### config.mk
export PLATFORM = sky130hd
export DESIGN_NAME = bscan_port
export DESIGN_NICKNAME = d
export VERILOG_FILES = /design/src/rtl/bscan_port.sv
export SDC_FILE = /design/constraint.sdc
export NUM_CORES = 1
export LEC_CHECK = 0
export CORE_MARGIN = 2
export CORE_UTILIZATION = 45
export CTS_CLUSTER_DIAMETER = 50
export DETAILED_ROUTE_END_ITERATION = 12
export DONT_BUFFER_PORTS = 1
export PLACE_DENSITY = 0.61
export SYNTH_ARGS = -nofsm -noshare
export SYNTH_HDL_FRONTEND = slang
export SYNTH_SLANG_ARGS = --single-unit
export TNS_END_PERCENT = 100
### constraint.sdc
create_clock -name tck -period 5.3 [get_ports tck]
set_clock_uncertainty 0.15 [all_clocks]
set_input_delay 0.265 -clock tck [delete_from_list [all_inputs] [get_ports tck]]
set_output_delay 0.265 -clock tck [all_outputs]
set_load 0.01 [all_outputs]
### src/rtl/bscan_port.sv
module bscan_port #(
  parameter int          IN_W    = 8,
  parameter int          OUT_W   = 8,
  parameter logic [16:0] ID_TAIL = 17'h0A5A4
) (
  input  logic             tck,
  input  logic             trst_n,
  input  logic             tms,
  input  logic             tdi,
  output logic             tdo,
  output logic             tdo_en,
  input  logic [IN_W-1:0]  pin_in,
  input  logic [OUT_W-1:0] core_out,
  input  logic             core_oe,
  output logic [OUT_W-1:0] pad_out,
  output logic             pad_oe
);
  localparam int BSR_W = 1 + OUT_W + IN_W;
  localparam logic [2:0] OP_EXTEST = 3'b000;
  localparam logic [2:0] OP_IDCODE = 3'b001;
  localparam logic [2:0] OP_SAMPLE = 3'b100;
  localparam logic [31:0] ID_WORD = {3'b000, 5'b01011, 6'b101110, ID_TAIL, 1'b1};

  typedef enum logic [3:0] {
    TLR = 4'h0, RTI = 4'h1, SEL_DR = 4'h2, CAP_DR = 4'h3,
    SH_DR = 4'h4, EX1_DR = 4'h5, PA_DR = 4'h6, EX2_DR = 4'h7,
    UP_DR = 4'h8, SEL_IR = 4'h9, CAP_IR = 4'hA, SH_IR = 4'hB,
    EX1_IR = 4'hC, PA_IR = 4'hD, EX2_IR = 4'hE, UP_IR = 4'hF
  } tap_st_e;

  tap_st_e            state, nxt;
  logic [2:0]         ir, ir_sr;
  logic               byp;
  logic [31:0]        id_sr;
  logic [BSR_W-1:0]   bsr_sr, bsr_hold;

  wire sel_id  = (ir == OP_IDCODE);
  wire extest  = (ir == OP_EXTEST);
  wire sel_bsr = extest || (ir == OP_SAMPLE);
  wire dr_out  = sel_id ? id_sr[0] : (sel_bsr ? bsr_sr[0] : byp);

  assign pad_out = extest ? bsr_hold[OUT_W:1] : core_out;
  assign pad_oe  = extest ? bsr_hold[0]       : core_oe;

  always_comb begin
    case (state)
      TLR:     nxt = tms ? TLR    : RTI;
      RTI:     nxt = tms ? SEL_DR : RTI;
      SEL_DR:  nxt = tms ? SEL_IR : CAP_DR;
      CAP_DR:  nxt = tms ? EX1_DR : SH_DR;
      SH_DR:   nxt = tms ? EX1_DR : SH_DR;
      EX1_DR:  nxt = tms ? UP_DR  : PA_DR;
      PA_DR:   nxt = tms ? EX2_DR : PA_DR;
      EX2_DR:  nxt = tms ? UP_DR  : SH_DR;
      UP_DR:   nxt = tms ? SEL_DR : RTI;
      SEL_IR:  nxt = tms ? TLR    : CAP_IR;
      CAP_IR:  nxt = tms ? EX1_IR : SH_IR;
      SH_IR:   nxt = tms ? EX1_IR : SH_IR;
      EX1_IR:  nxt = tms ? UP_IR  : PA_IR;
      PA_IR:   nxt = tms ? EX2_IR : PA_IR;
      EX2_IR:  nxt = tms ? UP_IR  : SH_IR;
      default: nxt = tms ? SEL_DR : RTI;
    endcase
  end

  always_ff @(posedge tck or negedge trst_n) begin
    if (!trst_n) begin
      state    <= TLR;
      ir       <= OP_IDCODE;
      ir_sr    <= '0;
      byp      <= 1'b0;
      id_sr    <= '0;
      bsr_sr   <= '0;
      bsr_hold <= '0;
    end else begin
      state <= nxt;
      case (state)
        TLR:    ir    <= OP_IDCODE;
        CAP_IR: ir_sr <= 3'b001;
        SH_IR:  ir_sr <= {tdi, ir_sr[2:1]};
        UP_IR:  ir    <= ir_sr;
        CAP_DR: begin
          if (sel_id)       id_sr  <= ID_WORD;
          else if (sel_bsr) bsr_sr <= {pin_in, pad_out, pad_oe};
          else              byp    <= 1'b0;
        end
        SH_DR: begin
          if (sel_id)       id_sr  <= {tdi, id_sr[31:1]};
          else if (sel_bsr) bsr_sr <= {tdi, bsr_sr[BSR_W-1:1]};
          else              byp    <= tdi;
        end
        UP_DR:  if (sel_bsr) bsr_hold <= bsr_sr;
        default: ;
      endcase
    end
  end

  always_ff @(negedge tck or negedge trst_n) begin
    if (!trst_n) begin
      tdo    <= 1'b0;
      tdo_en <= 1'b0;
    end else begin
      tdo_en <= (state == SH_IR) || (state == SH_DR);
      tdo    <= (state == SH_IR) ? ir_sr[0] : ((state == SH_DR) ? dr_out : 1'b0);
    end
  end
endmodule

==> flow_summary_export.csv <==
group,metric,value,unit
worst_hold_path,hp-class,"input port to flop",
critical_path,critPathMaxStageDelay,580,ps
grt,grt_pass1_vias,2020,
drt,postRouteAntennaNets,0,
drt,wl,5900,um
yosys,synthAdderAreaFrac,0,
clock_tree,clock_sinks,71,
yosys,syn_area,3150,sq um
timing,slew_headroom,0.309,
yosys,synthArstFlopShare,1.00,
yosys,synth.avg_cell_area,11.5,sq um
cells_and_area,fill_cells,599,
clock_tree,htree_num_levels,3,
die,ios,32,
critical_path,crit_slowest_cell,"dfstp_2",
power,power.leakage,0.00151,uW
critical_path,path_delay_family,"flip-flops",
drt,drtPass1Iterations,4,
critical_path,rrSetupSlack,1020,ps
drt,wl_per_cell,15.6,um
yosys,seq_area_frac_synth,0.564,
worst_hold_path,min_path_cells,3,
yosys,syn_inst,273,
clock_tree,clk_latency,340,ps
timing,tns,0,ps
cells_and_area,final_nets,298,
yosys,synth_edf_count,0,
cells_and_area,final_cell_mix,"dfrtp_1 (68), nand2_1 (31), mux2_2 (18), mux2i_1 (17), o21ai_1 (17)",
clock_tree,cts_made_buffers,9,
timing,hold_ws,47.8,ps
timing,finalWorstSetupSlack,1020,ps
die,die_area,7690,sq um
clock_tree,clkTransAtPathRegs,70,ps
critical_path,start_kind,"flop",
drt,vias,2022,
critical_path,reg2reg_from,"ir[0]$_DFFE_PN1P_",
timing,worst_slew_pin_slew,1030,ps
yosys,ys_ff_latch,71,
placed_design,portBuffers,0,
critical_path,critPathKind,"flop to flop",
yosys,yosys.area_share.simple,0.0965,
cells_and_area,fin_cells,378,
grt,antenna_found_initial,0,
cells_and_area,antennaDiodeCount,0,
placed_design,place_congestion,0.732,
cells_and_area,final_common_cell,"dfrtp_1",
placed_design,pre_cts_ws,1050,ps
drt,drtIter0Drc,168,
die,core-area,6790,sq um
die,die_y,87.7,um
yosys,muxShareOfSynthArea,0.118,
yosys,synth_compound_area_frac,0.179,
drt,drc,0,
clock_tree,cts_hold_buffers,12,
clock_tree,cts_root_buf,"clkbuf_8",
yosys,synth_top_family_by_area,"compound AO/OA/AOI/OAI gates",
cells_and_area,utilization,0.519,
timing,finalSetupViolations,0,
grt,grt_pass1_wl,10000,um
cells_and_area,syn_to_final_growth,12.0,%
die,start_util,0.464,
critical_path,arrival,1660,ps
timing,hold_violations,0,
drt,avgViaCountPerCell,5.35,
power,power.density,595,nW/um^2
timing,grt_setup_unrepaired,"no",
die,row_count,30,
yosys,yosys.area_share.xor_xnor,0.00278,
critical_path,cp_cell_sequence,"inv_1 -> or3_1 -> o221ai_1 -> nand2_1",
critical_path,reg2reg_to,"tdo$_DFF_NN0_",
grt,grt_max_degree,70,
timing,drv_slew,0,
run,drv_cap,0,
yosys,synth-main-ff-cell,"dfrtp_1",
grt,grt_overflow_total,0,
clock_tree,cts_tree,"built",
critical_path,crit_buf_inv,1,
yosys,syn-num-nets,294,
yosys,yosysUniqueCellTypes,44,
critical_path,crit_path_end_kind,"flop",
worst_hold_path,worstHoldEndpoint,"state[0]$_DFF_PN0_",
power,ir_worst_vdd,0.000330,V
placed_design,hpwl,3470,um
run_status,status,"finished, final reports clean",
clock_tree,cts-resized-gates,0,
die,dieWidth,87.7,um
grt,grt_usage,0.171,
worst_hold_path,worstHoldStart,"tms",
placed_design,dp.cells,350,
critical_path,r2r_cells,4,
clock_tree,post-cts-setup-buffer-count,0,
clock_tree,clockBufferDepth,2,
critical_path,crit_required,2680,ps
yosys,yosys_warnings,0,
critical_path,critPathMaxFanout,6,
cells_and_area,drive_gt1_frac,0.138,
==> flip-flops by register name (all words and copies together) (netlist names) <==
name      count
bsr_sr       17
id_sr        32
ir            3
byp           1
ir_sr         3
tdo_en        1
bsr_hold      9
tdo           1
state         4
==> cell type report <==
type                       instances  area (sq um)  area share
timing repair buffer              13           145      0.0411
tap                               96           120      0.0340
sequential                        71          1780       0.504
clock buffer                      10           128      0.0362
clock inverter                     6          85.1      0.0241
multi-input combinational        178          1260       0.356
inverter                           4          15.0     0.00426
==> Yosys cell counts, types with 3 or more instances <==
cell type / number / area (sq um)
dfrtp_1: 68 / 1700
nand2_1: 31 / 116
o21ai_0: 11 / 55.1
buf_2: 6 / 30.0
nand2b_1: 3 / 18.8
nand3_1: 3 / 15.0
o21ai_1: 17 / 85.1
nor2_1: 8 / 30.0
nor2b_1: 3 / 18.8
inv_1: 4 / 15.0
buf_6: 3 / 33.8
o22a_1: 15 / 131
mux2_2: 18 / 203
mux2i_1: 17 / 170
a21oi_1: 7 / 35.0
a22o_1: 16 / 140
clkbuf_1: 10 / 37.5
==> logic make-up after synthesis <==
| family | count (synthesis) |
|---|---|
| AO/OA/AOI/OAI | 80 |
| flip-flops | 71 |
| AND/OR/NAND/NOR | 62 |
| multiplexers | 35 |
| buffers and inverters | 24 |
| XOR/XNOR | 1 |
==> power breakdown <==
group,total [uW],switching (uW),internal [uW]
clock,469,206,263
combinational,638,323,315
sequential,993,221,772
total,2100,749,1350
==> metal layers <==
metal  vias to the layer above  track usage  wire length [um]
met5                         -            0                 0
met4                         0       0.0671               104
met3                        10       0.0481               213
met2                        33        0.253              2720
met1                       982        0.240              2860
li1                        997            -                 -
==> worst max-delay path by stage <==
stage                             from             to  slack (ps)  depth (start not counted)
floorplan           state[3]$_DFF_PN0_  tdo$_DFF_NN0_        1040                          6
global placement     ir[0]$_DFFE_PN1P_  tdo$_DFF_NN0_        1060                          4
detailed placement   ir[0]$_DFFE_PN1P_  tdo$_DFF_NN0_        1050                          4
CTS                  ir[0]$_DFFE_PN1P_  tdo$_DFF_NN0_        1010                          4
global route         ir[0]$_DFFE_PN1P_  tdo$_DFF_NN0_         930                          4
finish               ir[0]$_DFFE_PN1P_  tdo$_DFF_NN0_        1020                          4
==> worst reg2reg max path: cells and delay by family (launching register included) <==
| family | cells | cell delay [ps] |
|---|---|---|
| and+or+nand+nor | 2 | 440 |
| AOI/OAI and AO/OA | 1 | 200 |
| buffers and inverters | 1 | 90 |
| DFF | 1 | 580 |
==> metrics by stage <==
| step | instance area (sq um) | power (uW) |
|---|---|---|
| final | 3530 | 2100 |
| after global routing | 3530 | 2270 |
| after detailed placement | 3180 | 1620 |
| after global placement | 3180 | 1600 |
| after CTS | 3530 | 2120 |
| after floorplan | 3150 | 1510 |
Power figures use the tool's default switching activity.
